$ cat src/rtl/irq_presenter_pkg.sv
package irq_presenter_pkg;

    localparam int PRI_W = 8;
    localparam int ID_W  = 8;
    localparam logic [PRI_W-1:0] PRI_NONE = 8'hFF;

    typedef enum logic [2:0] {
        RS_ACCEPT,
        RS_POLL,
        RS_RSVD,
        RS_IPI,
        RS_NONE
    } reg_sel_e;

    typedef struct packed {
        logic             valid;
        logic [PRI_W-1:0] pri;
        logic [ID_W-1:0]  id;
    } cand_t;

    typedef struct packed {
        logic     req;
        logic     rd;
        reg_sel_e rsel;
        logic     prio_wr;
        logic     ipi_wr;
        logic     take;
    } bus_op_t;

    // Bus lane k holds register byte k counted from the top (big-endian).
    function automatic logic [31:0] swap_lanes(input logic [31:0] x);
        logic [31:0] y;
        for (int k = 0; k < 4; k++) begin
            y[8*k +: 8] = x[31-8*k -: 8];
        end
        return y;
    endfunction

    function automatic logic more_favoured(input logic [PRI_W-1:0] a,
                                           input logic [PRI_W-1:0] b);
        return a < b;
    endfunction

endpackage

$ cat src/rtl/irq_presenter_pick.sv
module irq_presenter_pick
    import irq_presenter_pkg::*;
#(
    parameter int SRC_W    = 4,
    parameter int IPI_ID   = 2,
    parameter int EXT_BASE = 16
) (
    input  logic [PRI_W-1:0] ipi_pri,
    input  logic [SRC_W-1:0] ext_src,
    input  logic [PRI_W-1:0] ext_pri,
    output cand_t            best
);
    cand_t ipi_c;
    cand_t ext_c;

    always_comb begin
        ipi_c.valid = (ipi_pri != PRI_NONE);
        ipi_c.pri   = ipi_pri;
        ipi_c.id    = ID_W'(IPI_ID);
        ext_c.valid = (ext_pri != PRI_NONE);
        ext_c.pri   = ext_pri;
        ext_c.id    = ID_W'(EXT_BASE) + ID_W'(ext_src);
    end

    // Equal priorities: the inter-processor request is kept.
    always_comb begin
        if (ipi_c.valid && (!ext_c.valid || !more_favoured(ext_c.pri, ipi_c.pri)))
            best = ipi_c;
        else if (ext_c.valid)
            best = ext_c;
        else
            best = '{valid: 1'b0, pri: PRI_NONE, id: '0};
    end
endmodule

$ cat src/rtl/irq_presenter_decode.sv
module irq_presenter_decode
    import irq_presenter_pkg::*;
#(
    parameter int ADDR_W = 8
) (
    input  logic              cyc,
    input  logic              stb,
    input  logic              we,
    input  logic [ADDR_W-1:0] adr,
    input  logic [3:0]        sel,
    input  logic              ack_q,
    output bus_op_t           op
);
    logic in_range;
    logic req;

    assign req      = cyc & stb & ~ack_q;
    assign in_range = (adr[ADDR_W-1:4] == '0);

    always_comb begin
        op      = '0;
        op.rsel = RS_NONE;
        op.req  = req;
        op.rd   = req & ~we;
        if (in_range) begin
            unique case (adr[3:2])
                2'd0:    op.rsel = RS_ACCEPT;
                2'd1:    op.rsel = RS_POLL;
                2'd2:    op.rsel = RS_RSVD;
                default: op.rsel = RS_IPI;
            endcase
        end
        op.take    = req & ~we & (op.rsel == RS_ACCEPT);
        op.prio_wr = req &  we & (op.rsel == RS_ACCEPT) & sel[0];
        op.ipi_wr  = req &  we & (op.rsel == RS_IPI)    & sel[0];
    end
endmodule

$ cat src/rtl/irq_presenter_regs.sv
module irq_presenter_regs
    import irq_presenter_pkg::*;
(
    input  logic             clk,
    input  logic             rst,
    input  bus_op_t          op,
    input  logic [31:0]      wreg,
    input  cand_t            best,
    output logic [PRI_W-1:0] cppr,
    output logic [PRI_W-1:0] ipi_pri,
    output logic [31:0]      rreg,
    output logic             take_fire,
    output logic             deliver
);
    logic [ID_W-1:0] shown_id;
    logic [31:0]     status_word;

    assign deliver     = best.valid & more_favoured(best.pri, cppr);
    assign shown_id    = deliver ? best.id : '0;
    assign status_word = {cppr, 16'h0, shown_id};
    assign take_fire   = op.take & deliver;

    always_ff @(posedge clk) begin
        if (rst) begin
            cppr    <= 8'h00;
            ipi_pri <= PRI_NONE;
        end else begin
            if (take_fire)
                cppr <= best.pri;
            else if (op.prio_wr)
                cppr <= wreg[31:24];
            if (op.ipi_wr)
                ipi_pri <= wreg[31:24];
        end
    end

    always_comb begin
        unique case (op.rsel)
            RS_ACCEPT: rreg = status_word;
            RS_POLL:   rreg = status_word;
            RS_IPI:    rreg = {ipi_pri, 24'h0};
            default:   rreg = '0;
        endcase
    end
endmodule

$ cat src/rtl/irq_presenter.sv
module irq_presenter
    import irq_presenter_pkg::*;
#(
    parameter int ADDR_W   = 8,
    parameter int SRC_W    = 4,
    parameter int IPI_ID   = 2,
    parameter int EXT_BASE = 16
) (
    input  logic              clk_i,
    input  logic              rst_i,
    input  logic              wb_cyc_i,
    input  logic              wb_stb_i,
    input  logic              wb_we_i,
    input  logic [ADDR_W-1:0] wb_adr_i,
    input  logic [3:0]        wb_sel_i,
    input  logic [31:0]       wb_dat_i,
    output logic [31:0]       wb_dat_o,
    output logic              wb_ack_o,
    input  logic [SRC_W-1:0]  ext_src_i,
    input  logic [PRI_W-1:0]  ext_pri_i,
    output logic              irq_o
);
    bus_op_t          op;
    cand_t            best;
    logic [PRI_W-1:0] cppr;
    logic [PRI_W-1:0] ipi_pri;
    logic [31:0]      rreg;
    logic [31:0]      wreg;
    logic             take_fire;
    logic             deliver;

    assign wreg = swap_lanes(wb_dat_i);

    irq_presenter_decode #(.ADDR_W(ADDR_W)) u_decode (
        .cyc   (wb_cyc_i),
        .stb   (wb_stb_i),
        .we    (wb_we_i),
        .adr   (wb_adr_i),
        .sel   (wb_sel_i),
        .ack_q (wb_ack_o),
        .op    (op)
    );

    irq_presenter_pick #(.SRC_W(SRC_W), .IPI_ID(IPI_ID), .EXT_BASE(EXT_BASE)) u_pick (
        .ipi_pri (ipi_pri),
        .ext_src (ext_src_i),
        .ext_pri (ext_pri_i),
        .best    (best)
    );

    irq_presenter_regs u_regs (
        .clk       (clk_i),
        .rst       (rst_i),
        .op        (op),
        .wreg      (wreg),
        .best      (best),
        .cppr      (cppr),
        .ipi_pri   (ipi_pri),
        .rreg      (rreg),
        .take_fire (take_fire),
        .deliver   (deliver)
    );

    always_ff @(posedge clk_i) begin
        if (rst_i) begin
            wb_ack_o <= 1'b0;
            wb_dat_o <= '0;
            irq_o    <= 1'b0;
        end else begin
            wb_ack_o <= op.req;
            if (op.rd)
                wb_dat_o <= swap_lanes(rreg);
            irq_o <= deliver;
        end
    end
endmodule

$ cat config.mk
export PLATFORM = sky130hd
export DESIGN_NAME = irq_presenter
export DESIGN_NICKNAME = d
export VERILOG_FILES = /design/src/rtl/irq_presenter_pkg.sv /design/src/rtl/irq_presenter_pick.sv /design/src/rtl/irq_presenter_decode.sv /design/src/rtl/irq_presenter_regs.sv /design/src/rtl/irq_presenter.sv
export SDC_FILE = /design/constraint.sdc
export NUM_CORES = 1
export LEC_CHECK = 0
export CORE_MARGIN = 4
export CORE_UTILIZATION = 44
export DETAILED_ROUTE_END_ITERATION = 10
export GPL_TIMING_DRIVEN = 0
export PLACE_DENSITY = 0.78
export REMOVE_ABC_BUFFERS = 1
export SLEW_MARGIN = 40
export SYNTH_ARGS = -nofsm -noshare
export SYNTH_HDL_FRONTEND = slang
export SYNTH_HIERARCHICAL = 1
export SYNTH_SLANG_ARGS = --single-unit
$ cat constraint.sdc
create_clock -name clk_i -period 3.9 [get_ports clk_i]
set_input_delay 1.17 -clock clk_i [delete_from_list [all_inputs] [get_ports clk_i]]
set_output_delay 1.17 -clock clk_i [all_outputs]
set_load 0.05 [all_outputs]
# ---- After elaboration in Yosys (flattened, before gate mapping)
# Index checks and enable logic that the tools add are counted.
dict set report op_classes {
  add_sub_neg 1
  order_cmp 2
  eq_ne 6
  muxes 8
  n_bitwise 13
  reduce_logical 9
}
# cell n
set op_table {}
lappend op_table {{$pmux W32 S2} 1}
lappend op_table {{$mux W17} 2}
lappend op_table {{$mux W8} 3}
lappend op_table {{$lt A8 B8 Y1} 2}
lappend op_table {{$ne A8 B8 Y1 const B} 2}
lappend op_table {{$and A1 B1 Y1} 11}
lappend op_table {{$add A5 B4 Y6 const A} 1}
lappend op_table {{$pmux W2 S3} 1}
lappend op_table {{$logic_not A4 Y1} 1}
lappend op_table {{$eq A3 B1 Y1 const B} 1}
lappend op_table {{$eq A3 B2 Y1 const B} 1}
lappend op_table {{$logic_not A3 Y1} 1}
lappend op_table {{$mux W3} 1}
lappend op_table {{$eq A2 B1 Y1 const B} 1}
lappend op_table {{$eq A2 B2 Y1 const B} 1}
lappend op_table {{$logic_not A1 Y1} 2}
lappend op_table {{$logic_not A2 Y1} 1}
lappend op_table {{$not A1 Y1} 2}
lappend op_table {{$reduce_bool A2 Y1} 1}
lappend op_table {{$reduce_or A2 Y1} 1}
lappend op_table {{$logic_and A1 B1 Y1} 1}
lappend op_table {{$logic_or A1 B1 Y1} 1}
dict set report totals {
  register_bits 50
  input_bits 61
}

# ---- Longest topological paths before layout
# Gate-level depths: netlist (run 1).
dict set report logic_depth {
  depth_word 9
  mapped_depth 14
  depth_no_buf 13
}

# ---- Modules after synthesis
# Netlist (run 1), hierarchy kept.
# mod instances cells_each area_per_inst_um2 seq_area_each_um2
set by_module_without_submodules {}
lappend by_module_without_submodules {irq_presenter_regs 1 153 1308.8 320.3}
lappend by_module_without_submodules {irq_presenter 1 108 1223.7 680.7}
lappend by_module_without_submodules {irq_presenter_pick 1 78 575.6 0.0}
lappend by_module_without_submodules {irq_presenter_decode 1 14 86.3 0.0}

# ---- Least setup slack after synthesis (run 1)
# Ideal clock, no wire load.
dict set report synth_path {
  path_kind {input -> register}
  from {in ext_pri_i[7]}
  to {reg u_regs.cppr[0]}
  arrival_ns 3.760
  path_slack_ns 0.019
  cell_stages 11
  n_path_buf 1
  cell_sequence {ha_1 -> and4_1 -> o21ai_1 -> o211a_4 -> o311ai_2 -> ha_1 -> a211oi_2 -> o21ai_2 -> a211o_1 -> buf_6 -> mux2_4}
}
# element line
set synth_rtl {}
lappend synth_rtl {{start: declaration} irq_presenter.sv:20} ;# input logic [PRI_W-1:0] ext_pri_i,
lappend synth_rtl {{end signal: assignment} irq_presenter_regs.sv:29} ;# cppr <= best.pri;
lappend synth_rtl {{end signal: assignment} irq_presenter_regs.sv:31} ;# cppr <= wreg[31:24];
lappend synth_rtl {{end: declaration} irq_presenter_regs.sv:9} ;# output logic [PRI_W-1:0] cppr,

==> impl.org, run 1 <==
** Status
- The run finished with clean final reports.

** Synth
- Summing every instance area after synthesis gives 3190 um^2.
- Post-synthesis cell count :: 352
- Avg Cell Area, Syn :: 9.06 um^2
- Warning count from the yosys run :: 6

** Setup path
- Standard cell with the maximum stage delay on the critical path :: a211o_4
- The setup check on the worst reg-to-reg path leaves a slack of 0.54 ns.
- Critical path, cell by cell :: clkbuf_2 -> ha_1 -> o21ai_0 -> o21a_2 -> o211a_4 -> buf_12 -> o311ai_2 -> ha_1 -> o211ai_1 -> nor2_2 -> a211o_4 -> mux2_4
- Required time reported for the critical path endpoint :: 4.10 ns
- Crit path top cell by count :: ha_1
- The worst setup path is of the in -> reg kind.
- The worst setup path is launched from an input pin.
- STA puts the critical path data arrival time at 4.00 ns.
- Worst setup EP type :: flop
- Maximum net fanout on the critical path :: 8
- In this design, the stage delay of the slowest critical-path cell is 0.43 ns.

** Power
- In this run the static leakage power is 0.00162 uW.
- Power per Cell Area :: 237 nW/um^2
- The worst-case IR drop observed on VDD is 0.000200 V.

** Detailed routing
- Final ANT Viol Nets :: 0
- DRC violations left :: 0
- Vias after detailed routing :: 2636
- Aggregate routed wire length :: 7.44 mm
- In the final routed layout, each cell accounts on average for 14.3 um.
- The first detailed-routing pass ran for 4 iterations.
- Violation count after the first detailed-route iteration :: 154
- In the routed layout, each cell is associated on average with a via count of 5.05.

** Placement
- HPWL after detailed placement :: 5.39 mm
- Buffers placed on the I/O ports in this run total 65.
- Counting tap cells, the placed design contains a total of 497 instances.
- At the end of routability-driven placement, the weighted congestion stood at 0.799.

** CTS
- Skew-Pair Late Insertion Delay :: 0.30 ns
- Worst-case clock buffer depth :: 2
- Count of clock tree sinks :: 50
- TritonCTS clock tree :: yes
- Counting the buffers created by CTS gives 5.
- CTS clk-pin slew, worst paths :: 0.10 ns
- Root buffer cell :: clkbuf_8
- The H-tree was split into 2 levels.

** Cells and area
- Final core occ :: 60.9%
- In the final layout, the share of cells above drive strength 1 is 20.4%.
- The count of cells in the finished layout, fillers not included, comes to 522.
- The number of antenna diodes in the final layout is 0.
- Leaving out fill and tap cells, the most frequent cells in the layout are 56 x clkdlybuf4s50_1, 50 x dfxtp_1, 43 x nor2_1.
- Fin nets :: 500
- The library cell used most frequently in the layout, excluding fill and tap cells, is clkdlybuf4s50_1.
- Area overhead of the layout relative to synthesis :: 31.9%

** Die
- 95 I/O pins were placed.
- Die ar. :: 8680 um^2
- Die X :: 93.2 um
- Initial cell density of the core :: 46.2%
- Placeable core region :: 6910 um^2
- Height of the die :: 93.2 um
- Placement row count :: 30

** GRT
- The initial antenna violation count was 0.
- Pin count of the biggest net entering global routing :: 42
- The via count of the first global-routing pass came to 2502.
- Total congestion overflow after global routing :: 0
- Overall routing resource usage :: 17.4%
- The first global-routing pass estimated 12.3 mm of wire.

** STA
- Between clock sinks in the finished design, the worst skew comes to 0.00804 ns.
- Final period utilization :: 97.5%
- For the pin with the worst max-slew slack, the measured transition is 0.879 ns.
- The clock period could shrink to 3.80 ns.
- The hold violation count in the final report came to 0.
- Adding up every negative setup slack in the final design gives 0 ns.
- Derived from the worst setup path, the maximum achievable clock frequency is 263 MHz.
- The final number of max-transition violations was 0.
- The worst pin sits at a relative slew slack of 41.3%.
- Final number of setup-violating endpoints :: 0
- RSZ-0062 raised after global routing :: false

** Job
- Across the run, the number of max-cap violations was 0.

** Worst hold path
- The worst hold path belongs to the class reg -> reg.
[power breakdown]
group	internal [uW]	leakage (uW)	total (uW)	switching, uW
Sequential	517	0.000404	520	2.98
Clock	126	0.0000441	305	179
Combinational	80.2	0.00118	172	92.1
Total	723	0.00162	997	274
[worst max-delay path, delay by kind of cell]
kind / cells / cell delay (ns)
AO/OA/AOI/OAI: 6 / 1.57
adder cells (fa/ha/maj): 2 / 0.58
multiplexers: 1 / 0.32
buffers and inverters: 2 / 0.27
AND/OR/NAND/NOR: 1 / 0.09
[worst paths after layout]
path | startpoint | endpoint | depth (start not counted)
worst max-delay path | ext_pri_i[1] | u_regs/cppr[3] | 12
worst min-delay path | wb_dat_o[10] | wb_dat_o[10] | 2
worst max register to register | u_regs/ipi_pri[2] | u_regs/cppr[3] | 12
worst min register to register | wb_dat_o[10] | wb_dat_o[10] | 2
[sequential cells by signal (all words and copies together) (netlist names)]
register,flops
irq_o,1
u_regs/cppr,8
u_regs/ipi_pri,8
wb_ack_o,1
wb_dat_o,32
[metrics by stage]
step	total power, uW	setup WS (ns)	hold slack [ns]	area [um^2]
floorplan	614	-0.0338	0.574	2950
global placement	683	-1.04	0.472	3720
detailed placement	692	-0.870	0.483	3840
CTS	1000	0.000129	0.506	4030
global route	1050	0.00217	0.531	4210
finish	997	0.0966	0.499	4210
[layer usage]
| layer | wire length [um] | share of wire, % | global-route usage, % |
|---|---|---|---|
| met5 | 0 | 0 | 0 |
| met4 | 129 | 1.7 | 5.13 |
| met3 | 451 | 6.1 | 4.59 |
| met2 | 3530 | 47 | 28.6 |
| met1 | 3340 | 45 | 22.3 |
[what timing repair did]
item	in CTS	in global routing
cloned	0	0
setup buffers	7	10
hold buffers	0	0
gates resized for setup	18	27
setup endpoints to repair	14	13
hold endpoints to repair	0	0
pin swaps	8	18
[cell type report]
class	instances	area, um^2
Fill cell	609	2700
Multi-Input combinational cell	263	2060
Sequential cell	50	1000
Timing Repair Buffer	89	877
Tap cell	96	120
Clock buffer	5	68.8
Inverter	16	60.1
Clock inverter	3	21.3
(Power assumes the default switching activity.)
==> run 2: changes to the inputs <==
--- a/config.mk
+++ b/config.mk
@@ -9,6 +9,7 @@
 export CORE_UTILIZATION = 44
 export DETAILED_ROUTE_END_ITERATION = 10
 export GPL_TIMING_DRIVEN = 0
+export MAX_ROUTING_LAYER = met4
 export PLACE_DENSITY = 0.78
 export REMOVE_ABC_BUFFERS = 1
 export SLEW_MARGIN = 40
==> impl.org, run 2 (synthesized netlist as in run 1, its figures left out) <==
** Status
- Run status :: finished clean

** STA
- Worst-Margin Slew :: 0.596 ns
- Clock skew on the completed layout was measured at 0.0109 ns.
- Maximum clock frequency :: 265 MHz
- Crit path time final :: 3.77 ns
- Final hold violations :: 0
- Final number of setup-violating endpoints :: 0
- The worst pin sits at a relative slew slack of 60.0%.
- The final number of max-transition violations is 0.
- The final critical path takes up 96.6% of the cycle.
- Setup tns final :: 0 ns

** CTS
- TritonCTS built the clock tree.
- Counting the buffers created by CTS gives 5.
- Number of buffers added to fix hold violations after cts :: 0
- Count of clock tree sinks :: 50
- Clock latency on the worst-skew pair, taken at its later pin, is 0.30 ns.
- Root buffer cell :: clkbuf_8
- The clock passes through at most 2 buffers.
- Deepest level of the CTS H-tree :: 2
- CTS clk-pin slew, worst paths :: 0.09 ns

** Detailed routing
- Violation count after the first detailed-route iteration :: 170
- The pre-antenna-repair detailed-routing pass consisted of 4 iterations.
- In the routed layout, each cell is associated on average with a via count of 5.13.
- Once detail routing completed, the nets flagged for antenna violations numbered 0.
- Vias after detailed routing :: 2670
- Aggregate routed wire length :: 7.83 mm
- After detailed routing, the number of remaining DRC violations is 0.
- In the final routed layout, each cell accounts on average for 15.1 um.

** Setup path
- Maximum net fanout on the critical path :: 7
- Critical path class :: in -> reg
- Required time reported for the critical path endpoint :: 4.15 ns
- Data on the critical path arrives at its endpoint at 4.02 ns.
- Worst setup EP type :: flop
- The worst setup path is launched from an input pin.

** Worst hold path
- The worst hold path belongs to the class reg -> reg.

** Cells and area
- Max FFs per register :: 32
- Compared with the post-synthesis result, the final layout area differs by 29.3%.
- Counting the fill cells in the layout gives 627.
- In the final layout, the registers with the most flip-flops are wb_dat_o (32), u_regs/cppr (8), u_regs/ipi_pri (8).
- Fin nets :: 498
- Share of layout cells above drive strength 1 :: 19.1%
- Register name with the most flops :: wb_dat_o
- In the layout the commonest cells are 56 x clkdlybuf4s50_1, 50 x dfxtp_1, 44 x nor2_1.
- Diodes inserted :: 0
- After the flow finishes, the layout carries non-filler instances totaling 520.
- The library cell used most frequently in the layout, excluding fill and tap cells, is clkdlybuf4s50_1.

** Die
- For this configuration, the core starts out at a cell density of 46.2%.
- Measured along the x axis, the die boundary spans 93.2 um.
- Placeable core region :: 6910 um^2
- Height of the die :: 93.2 um
- 95 I/O pins were placed.
- Placement row count :: 30
- The die covers 8680 um^2.

** Placement
- In this run, placement finished with an instance count of 497.
- Routability-driven placement finished with a final weighted congestion of 0.812.
- In this run the tool buffered the top-level ports with 65 buffer cells.
- Detailed placement ended at an HPWL of 5.57 mm.

** Job
- The tool flagged a number of max-cap violations equal to 0.

** GRT
- The first global-routing pass estimated 12.4 mm of wire.
- Overall routing resource usage :: 18.3%
- Entering global routing, the biggest net connects 32 pins.
- The via count of the first global-routing pass is 2633.
- Total congestion overflow after global routing :: 0
- Initial antenna violation count :: 0

** Power
- The completed layout was analyzed and its total power is 1000 uW.
- Peak supply drop :: 0.000171 V
- Static Leakage :: 0.00158 uW
- In this run the power density over the cells is 243 nW/um^2.
## run 2: cell types whose count changed in the layout (fill, tap and decap cells not counted), sizes merged
cell	change
clkdlybuf4s15	+1
clkinv	-1
dlymetal6s2s	-1
buf	-2
o21a	+1
## run 2: report_power, final
part	internal [uW]	switching, uW	total [uW]
Combinational	77.1	92.6	170
Clock	143	172	315
Sequential	517	2.96	520
Total	737	267	1000
## run 2: layout make-up
class	instances	area [um^2]	share of cell area [%]
clock inverter	2	12.5	0.303
multi-input combinational	264	2050	49.6
tap	96	120	2.91
clock buffer	6	82.6	2.00
sequential	50	1000	24.3
timing repair buffer	86	803	19.5
inverter	16	60.1	1.46
## run 2: worst paths after layout
path | start | end | slack, ns | cells after the start
worst min-delay path | wb_dat_o[15] | wb_dat_o[15] | 0.50 | 2
worst max register to register | u_regs/ipi_pri[4] | wb_dat_o[26] | 0.55 | 15
worst max-delay path | ext_pri_i[1] | wb_dat_o[26] | 0.13 | 15
worst min register to register | wb_dat_o[15] | wb_dat_o[15] | 0.50 | 2
## run 2: timing repair
action / in CTS / in global routing
gates resized for setup: 31 / 11
setup buffers: 10 / 4
pin swaps: 14 / 11
hold endpoints to repair: 0 / 0
endpoints found under the setup margin: 14 / 13
gates cloned: 1 / 0
## run 2: worst max-delay path, cell delays in order
cell	delay, ns
clkbuf_2	0.12
ha_1	0.28
o21ai_1	0.07
o21a_2	0.24
o211a_4	0.31
buf_4	0.16
o311ai_4	0.28
ha_1	0.27
o211ai_1	0.19
nor2_2	0.10
a2111oi_4	0.34
buf_4	0.19
and2_1	0.13
mux2i_1	0.06
nor2_1	0.09
## run 2: per-stage QoR
stage / utilization (%) / worst slack, ns / instance area (um^2) / hold slack (ns)
finish: 59.7 / 0.131 / 4130 / 0.497
global route: 59.7 / -0.00963 / 4130 / 0.529
CTS: 59.2 / 0.0159 / 4090 / 0.505
detailed placement: 55.3 / -0.944 / 3820 / 0.481
global placement: 53.9 / -1.07 / 3720 / 0.472
floorplan: - / -0.0338 / 2950 / 0.574
## run 2: metal layers
layer  global-route usage [%]  up-vias  part of all wire (%)
met2                     31.4      106                    49
met1                     21.7     1231                    43
met3                     3.86       12                   6.4
li1                         -     1321                     -
met4                     5.37        0                   1.6
met5                        -        -                     0
